[config.mk]
export PLATFORM = sky130hd
export DESIGN_NAME = uart_regbank
export DESIGN_NICKNAME = d
export VERILOG_FILES = /design/src/rtl/uart_rb_pkg.sv /design/src/rtl/uart_rb_fifo.sv /design/src/rtl/uart_rb_irq.sv /design/src/rtl/uart_regbank.sv
export SDC_FILE = /design/constraint.sdc
export NUM_CORES = 1
export LEC_CHECK = 0
export ABC_AREA = 1
export BUFFER_PORTS_ARGS = -buffer_cell sky130_fd_sc_hd__buf_2
export CAP_MARGIN = 25
export CORE_MARGIN = 3
export CORE_UTILIZATION = 35
export DETAILED_ROUTE_END_ITERATION = 8
export PLACE_DENSITY = 0.64
export SLEW_MARGIN = 20
export SYNTH_ARGS = -nofsm -noshare
export SYNTH_HDL_FRONTEND = slang
export SYNTH_SLANG_ARGS = --single-unit
[constraint.sdc]
create_clock -name clk -period 2.2 [get_ports clk]
set_input_delay 0.22 -clock clk [delete_from_list [all_inputs] [get_ports clk]]
set_output_delay 0.22 -clock clk [all_outputs]
set_load 0.02 [all_outputs]
[src/rtl/uart_rb_pkg.sv]
package uart_rb_pkg;
   localparam int BUS_W = 32;

   typedef enum logic [3:0] {
      RB_TXDATA = 4'd0,
      RB_RXDATA = 4'd1,
      RB_TXCTRL = 4'd2,
      RB_RXCTRL = 4'd3,
      RB_IE     = 4'd4,
      RB_IP     = 4'd5,
      RB_IC     = 4'd6,
      RB_DIV    = 4'd7,
      RB_LCR    = 4'd8
   } rb_index_e;

   localparam int SRC_TXWM = 0;
   localparam int SRC_RXWM = 1;
   localparam int SRC_PERR = 3;
   localparam logic [3:0] SRC_MASK = 4'b1011;
endpackage

[src/rtl/uart_rb_fifo.sv]
module uart_rb_fifo #(
   parameter int DEPTH = 8,
   parameter int WIDTH = 8,
   localparam int PTR_W = $clog2(DEPTH),
   localparam int CNT_W = PTR_W + 1
) (
   input  logic             clk,
   input  logic             rst_n,
   input  logic             push,
   input  logic [WIDTH-1:0] wdata,
   input  logic             pop,
   output logic [WIDTH-1:0] rdata,
   output logic             full,
   output logic             empty,
   output logic [CNT_W-1:0] count
);
   if ((1 << PTR_W) != DEPTH || DEPTH < 2) begin : g_bad_depth
      $error("uart_rb_fifo: DEPTH must be a power of two of at least 2");
   end

   logic [WIDTH-1:0] store_q [DEPTH];
   logic [PTR_W-1:0] wr_ptr_q, rd_ptr_q;
   logic             do_push, do_pop;

   assign full    = (count == CNT_W'(DEPTH));
   assign empty   = (count == '0);
   assign do_push = push && !full;
   assign do_pop  = pop && !empty;
   assign rdata   = store_q[rd_ptr_q];

   always_ff @(posedge clk or negedge rst_n) begin
      if (!rst_n) begin
         wr_ptr_q <= '0;
         rd_ptr_q <= '0;
         count    <= '0;
      end else begin
         if (do_push) wr_ptr_q <= wr_ptr_q + 1'b1;
         if (do_pop)  rd_ptr_q <= rd_ptr_q + 1'b1;
         case ({do_push, do_pop})
            2'b10:   count <= count + 1'b1;
            2'b01:   count <= count - 1'b1;
            default: count <= count;
         endcase
      end
   end

   for (genvar e = 0; e < DEPTH; e++) begin : g_entry
      always_ff @(posedge clk or negedge rst_n) begin
         if (!rst_n)                                   store_q[e] <= '0;
         else if (do_push && wr_ptr_q == PTR_W'(e))    store_q[e] <= wdata;
      end
   end

   AST_NO_OVERFLOW: assert property (@(posedge clk) disable iff (!rst_n)
      count <= CNT_W'(DEPTH));
   AST_FULL_DROP: assert property (@(posedge clk) disable iff (!rst_n)
      (full && push && !pop) |=> $stable(count));
   AST_EMPTY_POP: assert property (@(posedge clk) disable iff (!rst_n)
      (empty && pop && !push) |=> (count == '0));
endmodule

[src/rtl/uart_rb_irq.sv]
module uart_rb_irq
   import uart_rb_pkg::*;
#(
   parameter int CNT_W = 4,
   parameter int THR_W = 3
) (
   input  logic             clk,
   input  logic             rst_n,
   input  logic [CNT_W-1:0] tx_cnt,
   input  logic [CNT_W-1:0] rx_cnt,
   input  logic [THR_W-1:0] tx_thr,
   input  logic [THR_W-1:0] rx_thr,
   input  logic             perr_evt,
   input  logic             ic_wr,
   input  logic [3:0]       ic_wdata,
   input  logic [3:0]       ie,
   output logic [3:0]       ip,
   output logic [3:0]       ic,
   output logic             irq
);
   if (THR_W >= CNT_W) begin : g_bad_thr
      $error("uart_rb_irq: threshold must be narrower than the count");
   end

   logic       perr_q;
   logic [3:0] ic_q;
   logic [3:0] armed;

   always_ff @(posedge clk or negedge rst_n) begin
      if (!rst_n) begin
         ic_q   <= '0;
         perr_q <= 1'b0;
      end else begin
         ic_q <= ic_wr ? (ic_wdata & SRC_MASK) : '0;
         if (perr_evt)            perr_q <= 1'b1;
         else if (ic_q[SRC_PERR]) perr_q <= 1'b0;
      end
   end

   always_comb begin
      ip           = '0;
      ip[SRC_TXWM] = tx_cnt < CNT_W'(tx_thr);
      ip[SRC_RXWM] = rx_cnt > CNT_W'(rx_thr);
      ip[SRC_PERR] = perr_q;
   end
   assign ic = ic_q;

   for (genvar s = 0; s < 4; s++) begin : g_src
      assign armed[s] = ip[s] & ie[s];
   end
   assign irq = |armed;

   AST_IC_SELF_CLEAR: assert property (@(posedge clk) disable iff (!rst_n)
      (ic_q != '0 && !ic_wr) |=> (ic_q == '0));
   AST_PERR_STICKY: assert property (@(posedge clk) disable iff (!rst_n)
      (perr_q && !ic_q[SRC_PERR]) |=> perr_q);
   AST_PERR_CLEAR: assert property (@(posedge clk) disable iff (!rst_n)
      (ic_q[SRC_PERR] && !perr_evt) |=> !perr_q);
   AST_PERR_SET: assert property (@(posedge clk) disable iff (!rst_n)
      perr_evt |=> perr_q);
endmodule

[src/rtl/uart_regbank.sv]
module uart_regbank
   import uart_rb_pkg::*;
#(
   parameter int DEPTH  = 8,
   parameter int THR_W  = 3,
   parameter int DIV_W  = 16,
   parameter int ADDR_W = 6,
   localparam int CNT_W = $clog2(DEPTH) + 1
) (
   input  logic              clk,
   input  logic              rst_n,
   input  logic              bus_valid,
   input  logic              bus_write,
   input  logic [ADDR_W-1:0] bus_addr,
   input  logic [31:0]       bus_wdata,
   output logic [31:0]       bus_rdata,
   output logic [7:0]        tx_data,
   output logic              tx_valid,
   input  logic              tx_ready,
   input  logic [7:0]        rx_data,
   input  logic              rx_valid,
   input  logic              rx_parity_err,
   output logic              cfg_tx_en,
   output logic              cfg_two_stop,
   output logic              cfg_rx_en,
   output logic [DIV_W-1:0]  cfg_divisor,
   output logic [2:0]        cfg_parity,
   output logic              irq
);
   if (ADDR_W < 6)    begin : g_bad_addr  $error("uart_regbank: ADDR_W too small");  end
   if (DIV_W > 32)    begin : g_bad_div   $error("uart_regbank: DIV_W too wide");    end
   if (THR_W > 8)     begin : g_bad_thr   $error("uart_regbank: THR_W too wide");    end

   localparam int THR_LSB = 16;

   logic [ADDR_W-3:0] word_idx;
   logic              rd_hit, wr_hit;
   logic              sel_tx, sel_rx, sel_txc, sel_rxc, sel_ie, sel_ic, sel_div, sel_lcr;

   assign word_idx = bus_addr[ADDR_W-1:2];
   assign rd_hit   = bus_valid && !bus_write;
   assign wr_hit   = bus_valid && bus_write;
   assign sel_tx   = word_idx == (ADDR_W-2)'(RB_TXDATA);
   assign sel_rx   = word_idx == (ADDR_W-2)'(RB_RXDATA);
   assign sel_txc  = word_idx == (ADDR_W-2)'(RB_TXCTRL);
   assign sel_rxc  = word_idx == (ADDR_W-2)'(RB_RXCTRL);
   assign sel_ie   = word_idx == (ADDR_W-2)'(RB_IE);
   assign sel_ic   = word_idx == (ADDR_W-2)'(RB_IC);
   assign sel_div  = word_idx == (ADDR_W-2)'(RB_DIV);
   assign sel_lcr  = word_idx == (ADDR_W-2)'(RB_LCR);

   // configuration registers
   logic             tx_en_q, two_stop_q, rx_en_q;
   logic [THR_W-1:0] tx_thr_q, rx_thr_q;
   logic [3:0]       ie_q;
   logic [DIV_W-1:0] div_q;
   logic [2:0]       par_q;

   always_ff @(posedge clk or negedge rst_n) begin
      if (!rst_n) begin
         tx_en_q    <= 1'b0;
         two_stop_q <= 1'b0;
         rx_en_q    <= 1'b0;
         tx_thr_q   <= '0;
         rx_thr_q   <= '0;
         ie_q       <= '0;
         div_q      <= '0;
         par_q      <= '0;
      end else if (wr_hit) begin
         if (sel_txc) begin
            tx_en_q    <= bus_wdata[0];
            two_stop_q <= bus_wdata[1];
            tx_thr_q   <= bus_wdata[THR_LSB +: THR_W];
         end
         if (sel_rxc) begin
            rx_en_q  <= bus_wdata[0];
            rx_thr_q <= bus_wdata[THR_LSB +: THR_W];
         end
         if (sel_ie)  ie_q  <= bus_wdata[3:0] & SRC_MASK;
         if (sel_div) div_q <= bus_wdata[DIV_W-1:0];
         if (sel_lcr) par_q <= bus_wdata[5:3];
      end
   end

   // transmit queue
   logic             txq_full, txq_empty;
   logic [CNT_W-1:0] txq_cnt;

   uart_rb_fifo #(.DEPTH(DEPTH), .WIDTH(8)) i_txq (
      .clk   (clk),
      .rst_n (rst_n),
      .push  (wr_hit && sel_tx),
      .wdata (bus_wdata[7:0]),
      .pop   (tx_valid && tx_ready),
      .rdata (tx_data),
      .full  (txq_full),
      .empty (txq_empty),
      .count (txq_cnt)
   );
   assign tx_valid = tx_en_q && !txq_empty;

   // receive queue
   logic             rxq_full, rxq_empty;
   logic [CNT_W-1:0] rxq_cnt;
   logic [7:0]       rxq_head;

   uart_rb_fifo #(.DEPTH(DEPTH), .WIDTH(8)) i_rxq (
      .clk   (clk),
      .rst_n (rst_n),
      .push  (rx_valid && rx_en_q),
      .wdata (rx_data),
      .pop   (rd_hit && sel_rx),
      .rdata (rxq_head),
      .full  (rxq_full),
      .empty (rxq_empty),
      .count (rxq_cnt)
   );

   // interrupts
   logic [3:0] ip_w, ic_w;

   uart_rb_irq #(.CNT_W(CNT_W), .THR_W(THR_W)) i_irq (
      .clk      (clk),
      .rst_n    (rst_n),
      .tx_cnt   (txq_cnt),
      .rx_cnt   (rxq_cnt),
      .tx_thr   (tx_thr_q),
      .rx_thr   (rx_thr_q),
      .perr_evt (rx_parity_err),
      .ic_wr    (wr_hit && sel_ic),
      .ic_wdata (bus_wdata[3:0]),
      .ie       (ie_q),
      .ip       (ip_w),
      .ic       (ic_w),
      .irq      (irq)
   );

   // read mux
   always_comb begin
      bus_rdata = '0;
      case (word_idx)
         (ADDR_W-2)'(RB_TXDATA): bus_rdata[31] = txq_full;
         (ADDR_W-2)'(RB_RXDATA): begin
            bus_rdata[31]  = rxq_empty;
            bus_rdata[7:0] = rxq_empty ? 8'h00 : rxq_head;
         end
         (ADDR_W-2)'(RB_TXCTRL): begin
            bus_rdata[0] = tx_en_q;
            bus_rdata[1] = two_stop_q;
            bus_rdata[THR_LSB +: THR_W] = tx_thr_q;
         end
         (ADDR_W-2)'(RB_RXCTRL): begin
            bus_rdata[0] = rx_en_q;
            bus_rdata[THR_LSB +: THR_W] = rx_thr_q;
         end
         (ADDR_W-2)'(RB_IE):  bus_rdata[3:0] = ie_q;
         (ADDR_W-2)'(RB_IP):  bus_rdata[3:0] = ip_w;
         (ADDR_W-2)'(RB_IC):  bus_rdata[3:0] = ic_w;
         (ADDR_W-2)'(RB_DIV): bus_rdata[DIV_W-1:0] = div_q;
         (ADDR_W-2)'(RB_LCR): bus_rdata[5:3] = par_q;
         default:             bus_rdata = '0;
      endcase
   end

   assign cfg_tx_en    = tx_en_q;
   assign cfg_two_stop = two_stop_q;
   assign cfg_rx_en    = rx_en_q;
   assign cfg_divisor  = div_q;
   assign cfg_parity   = par_q;

   AST_RX_OFF_HOLD: assert property (@(posedge clk) disable iff (!rst_n)
      (!rx_en_q && !(rd_hit && sel_rx)) |=> $stable(rxq_cnt));
   AST_TX_HOLD: assert property (@(posedge clk) disable iff (!rst_n)
      (!tx_ready && !(wr_hit && sel_tx)) |=> $stable(txq_cnt));
endmodule

==> results of run 1 <==
[power by group through the flow]
stage	Sequential, mW	Clock (mW)	Combinational (mW)
after global routing	4.88	3.52	4.91
final	4.77	3.30	4.35
after CTS	4.75	3.39	4.21
after floorplan	4.72	0	2.92
after global placement	4.77	0	4.09
after detailed placement	4.81	0	4.17
[final cells by class]
| cell class | instances | area [um^2] | area share (%) |
|---|---|---|---|
| timing repair buffer | 123 | 776 | 7.17 |
| multi-input combinational | 781 | 3990 | 36.8 |
| sequential | 183 | 4580 | 42.3 |
| clock inverter | 13 | 181 | 1.68 |
| tap | 330 | 413 | 3.81 |
| clock buffer | 19 | 443 | 4.09 |
| inverter | 115 | 443 | 4.09 |
[repair_timing]
action	4_1_cts	5_1_grt
hold buffers	1	0
buffers inserted	0	5
setup endpoints to repair	0	25
hold endpoints to repair	35	0
resized for setup	0	20
[path summary, 6_finish.rpt]
check                                   from                end  slack (ns)  depth (start not counted)
hold reg to reg            i_rxq.store_q[50]  i_rxq.store_q[50]        0.47                          2
max in group asynchronous              rst_n    cfg_divisor[10]        1.10                          3
setup / recovery           i_rxq.rd_ptr_q[0]       bus_rdata[0]        0.04                          8
setup reg to reg              i_rxq.count[2]     i_rxq.count[2]        0.15                         14
hold / removal                 rx_parity_err       i_irq.perr_q        0.02                          2
min in group asynchronous              rst_n  i_rxq.store_q[32]        0.29                          2
[through the flow]
step,cells,utilization [%],total power [mW],hold slack (ns)
after global routing,1564,42.3,13.3,0.0179
after CTS,1559,41.9,12.3,0.00535
final,1564,42.3,12.4,0.0195
after floorplan,1139,-,7.64,-0.0756
after global placement,1526,39.4,8.87,0.177
after detailed placement,1526,39.4,8.97,0.175
[routing by layer]
layer	wire length, um	vias to the layer above	track usage [%]	share of wire (%)
li1	-	3808	-	-
met1	10900	3608	23.0	47
met2	11100	168	27.0	48
met3	1010	18	3.29	4.3
met4	304	0	3.66	1.3
met5	0	-	0	0
[cell usage in the layout (no fill, tap or decap), drive strengths merged, types with 3 or more instances in the layout]
cell type	count
ha	25
o21ai	191
clkinv	3
o21a	8
xor2	7
buf	121
conb	12
o211ai	11
dfrtp	183
inv	121
o22ai	10
nand4	8
nor2	83
a21oi	39
bufinv	3
xnor2	4
clkbuf	20
nand2	323
nand3	52
[state kept, by name, indices dropped and copies added, names as in the netlist, 3 cells and up]
| register | count |
|---|---|
| i_txq.rd_ptr_q | 3 |
| i_rxq.wr_ptr_q | 3 |
| ie_q | 3 |
| cfg_divisor | 16 |
| rx_thr_q | 3 |
| i_rxq.rd_ptr_q | 3 |
| i_irq.ic | 3 |
| i_rxq.store_q | 64 |
| i_txq.wr_ptr_q | 3 |
| tx_thr_q | 3 |
| i_txq.store_q | 64 |
| i_txq.count | 4 |
| i_rxq.count | 4 |
| cfg_parity | 3 |
[worst max-delay path, cell delays in order, from the launching register on]
cell	delay [ns]
dfrtp_2	0.46
buf_6	0.19
nor2_1	0.13
nor2_1	0.05
o21ai_0	0.08
nand3_1	0.11
nand3_1	0.18
nand3_1	0.13
buf_2	0.18
[cell families (layout without fill, tap and decap cells)]
logic type                 Yosys count  after routing  synth area share [%]
DFF                                183            183                  49.4
other                                1             12                0.0405
and+or+nand+nor                    469            469                  22.1
AOI/OAI and AO/OA                  264            264                  15.7
xor gates and xnor gates            11             11                  1.04
adders and majority gates           25             25                  3.38
buffers and inverters              175            270                  8.21
==> reports/results.txt, run 1 <==
Startpoint Class: register
Power Density: 1150 nW/um^2
number of max-cap violations: 0
ys async rst share: 100%
min-delay worst type: primary input to register
Worst Slack Setup Final: 0.0402 ns
sequential power share: 38.4%
Yosys warnings: 0
fill count: 2558
most common cell in the netlist: nand2_1
initial antenna violation count: 0
CTS tree: done
Area contributors post-synth: dfrtp_1 (49%), nand2_1 (13%), o21ai_0 (8.3%)
Int Power: 7.66 mW
Initial Util: 36.2%
Setup Crit Path Kind: register to primary output
final instance area: 10800 um^2
unrepaired setup endpoints after global routing: yes
Switch Pwr: 4.76 mW
cts bufs inserted: 17
Die X: 169 um
Worst Path Arrival: 1.94 ns
Logic pwr share: 35.0%
worst-margin pin slew: 0.876 ns
crit share post-route: 98.2%
IO Port Bufs: 89
clock root buffer: clkbuf_16
P_leak: 5.54 nW
maximum VDD drop: 0.000620 V
Clk pwr share: 26.6%
post-synthesis cell count: 1128
Netlist cell types: 36
Synth Register Bits: 183
first-pass GRT wire length: 38100 um
post-synthesis sequential area ratio: 49.4%
pre-CTS setup slack: 0.0909 ns
Synth top cells by count: nand2_1 (315), dfrtp_1 (183), o21ai_0 (154)
Layout area overhead: 16.9%
ys flop type: dfrtp_1
fraction of layout cells with a size suffix above 1: 16.9%
EDFF count, synth: 0
pin count of the biggest net entering global routing: 49
total track usage: 16.6%
outcome: finished, final reports clean
dpl cell area: 10100 um^2
Max Freq: 463 MHz
Req. time, crit path: 1.98 ns
setup_tns: 0 ns
RePlAce Congestion: 0.840
skew final: 0.0115 ns
Crit Path Max Fanout: 22
DR iter-0 viols: 524
Syn Area/Cell: 8.21 um^2
post-synthesis cell area: 9260 um^2
final setup violating endpoints: 0
Synth top area share: 49.4%
IO Count: 117
Slew headroom: 41.4%
endpoint class of the critical path: primary output
routed len/inst: 14.9 um
post-DR vias/cell: 4.86
later-pin clock latency in the skew report: 0.43 ns
Tmin final: 2.16 ns
depth of the CTS H-tree: 4
DRC: 0
core area: 25600 um^2
DP HPWL: 16500 um
clk slew on worst S/H paths: 0.07 ns
die height: 169 um
row count: 58
ant diodes: 0
Fin. Hold Viols: 0
DR pass1 iterations: 5
Net Sw Frac: 38.3%
clk sink count: 183
WL final: 23300 um
vias post-DR: 7602
Routed Antenna Nets: 0
die area: 28400 um^2
gr ovfl total: 0
vias in the first global route: 7114
final-stage net count: 1299
Slew Limit Fails: 0
Yosys top cell by area: dfrtp_1
Clock Path Buffers: 2
Note: power is estimated with default switching activity, not from simulation.
==> run 2: changes to the inputs <==
--- a/config.mk
+++ b/config.mk
@@ -9,9 +9,9 @@
 export BUFFER_PORTS_ARGS = -buffer_cell sky130_fd_sc_hd__buf_2
 export CAP_MARGIN = 25
 export CORE_MARGIN = 3
-export CORE_UTILIZATION = 35
+export CORE_UTILIZATION = 29
 export DETAILED_ROUTE_END_ITERATION = 8
-export PLACE_DENSITY = 0.64
+export PLACE_DENSITY = 0.56
 export SLEW_MARGIN = 20
 export SYNTH_ARGS = -nofsm -noshare
 export SYNTH_HDL_FRONTEND = slang
==> constraint.sdc (replaced) <==
create_clock -name clk -period 2.2 [get_ports clk]
set_input_delay 0.22 -clock clk [delete_from_list [all_inputs] [get_ports clk]]
set_output_delay 0.22 -clock clk [all_outputs]
set_load 0.005 [all_outputs]
==> reports/results.txt, run 2 (synthesized netlist as in run 1, its figures left out) <==
IO Count: 117
Logic pwr share: 33.9%
Fin. Hold Viols: 0
Worst path slowest cell: dfrtp_2
depth of the CTS H-tree: 4
die area: 34100 um^2
final-stage net count: 1306
unrepaired setup endpoints after global routing: yes
cts bufs inserted: 17
CP Buf/Inv Count: 3
crit path cell chain: buf_4, buf_6, nor2_1, nor2_1, o21ai_0, nand3_1, nand3_2, nand2_1, buf_2
slowest stage delay, CP: 0.44 ns
routed len/inst: 14.7 um
P_leak: 5.57 nW
later-pin clock latency in the skew report: 0.44 ns
crit share post-route: 94.9%
Layout area overhead: 18.8%
row count: 64
maximum VDD drop: 0.000601 V
post-DR vias/cell: 4.61
most common cell after layout, fill and taps aside: nand2_1
Tmin final: 2.09 ns
gr ovfl total: 0
endpoint class of the critical path: primary output
CP most frequent cell: nor2_1
Startpoint Class: register
Max Freq: 479 MHz
Die X: 185 um
RePlAce Congestion: 0.817
clk slew on worst S/H paths: 0.07 ns
vias post-DR: 7548
vias in the first global route: 7188
Crit path max-delay family: simple AND/OR/NAND/NOR gates
Slew headroom: 42.9%
Int Power: 7.65 mW
ant diodes: 0
DR iter-0 viols: 565
fraction of layout cells with a size suffix above 1: 17.2%
die height: 185 um
Net Sw Frac: 36.7%
skew final: 0.00993 ns
pin count of the biggest net entering global routing: 66
Worst Path Arrival: 1.87 ns
Crit Path Max Fanout: 12
CTS tree: done
Setup Crit Path Kind: register to primary output
Slew Limit Fails: 0
Clock Path Buffers: 2
number of max-cap violations: 0
first-pass GRT wire length: 39000 um
initial antenna violation count: 0
Switch Pwr: 4.43 mW
final instance area: 11000 um^2
total track usage: 14.5%
Routed Antenna Nets: 0
DP HPWL: 17100 um
Initial Util: 29.8%
outcome: finished, final reports clean
WL final: 24100 um
fill count: 3256
worst-margin pin slew: 0.854 ns
Req. time, crit path: 1.98 ns
dpl cell area: 10200 um^2
sequential power share: 39.4%
min-delay worst type: primary input to register
IO Port Bufs: 89
clk sink count: 183
Clk pwr share: 26.8%
clock root buffer: clkbuf_16
DR pass1 iterations: 5
final setup violating endpoints: 0
core area: 31100 um^2
DRC: 0
overall power: 12.1 mW
Power Density: 1100 nW/um^2
most frequent cells in the layout: nand2_1 (313), dfrtp_1 (180), o21ai_0 (150)
[run 2: final timing paths]
kind	start	to	slack (ns)	cells past startpoint
worst min register to register	i_irq.ic[3]	i_irq.perr_q	0.45	1
worst max register to register	i_txq.count[1]	i_txq.count[2]	0.18	11
worst min-delay path	bus_wdata[5]	i_txq.store_q[29]	0.02	3
worst max-delay path	i_rxq.rd_ptr_q[0]	bus_rdata[5]	0.11	9
min in group asynchronous	rst_n	i_rxq.count[0]	0.35	2
max in group asynchronous	rst_n	i_txq.count[3]	1.18	3
[run 2: cell type report]
class / instances / area (um^2) / share of cell area, %
inverter: 115 / 444 / 4.04
sequential: 183 / 4580 / 41.7
clock inverter: 13 / 170 / 1.55
multi-input combinational: 781 / 4010 / 36.4
tap: 396 / 495 / 4.50
clock buffer: 19 / 443 / 4.03
timing repair buffer: 130 / 860 / 7.81
[run 2: worst register-to-register path: cells and delay by family, from the launching register on]
kind	cells	cell delay (ns)
XOR/XNOR	1	0.16
AND/OR/NAND/NOR	5	0.57
flip-flops	1	0.46
buffers and inverters	1	0.08
AO/OA/AOI/OAI	2	0.23
adder cells (fa/ha/maj)	2	0.39
[run 2: metrics by stage]
stage	setup WS, ns	hold slack (ns)	setup TNS [ns]	util [%]	instances
floorplan	0.0471	-0.0756	0	-	1139
global route	-0.0658	0.00977	-0.138	35.4	1637
global placement	0.124	0.289	0	32.9	1593
detailed placement	0.0976	0.275	0	32.9	1593
CTS	-0.0121	0.000435	-0.0121	35.0	1631
finish	0.112	0.0217	0	35.4	1637
[run 2: power by group through the flow]
stage / Combinational (mW) / Clock, mW / Sequential [mW]
final: 4.09 / 3.23 / 4.76
after global routing: 4.70 / 3.48 / 4.87
after CTS: 3.96 / 3.32 / 4.74
after detailed placement: 3.93 / 0 / 4.80
after global placement: 3.88 / 0 / 4.78
after floorplan: 2.70 / 0 / 4.63
[run 2: metal layers]
layer / GRT usage, % / routed length [um]
met1: 20.3 / 11700
met2: 23.3 / 11400
met3: 3.20 / 903
met4: 2.88 / 186
met5: 0 / 0
[run 2: repair_timing]
action                     4_1_cts  5_1_grt
setup endpoints to repair        1       22
pin swaps                        0        8
resized for setup                1       24
hold endpoints to repair        66        0
hold buffers                     6        0
buffers inserted                 0        5
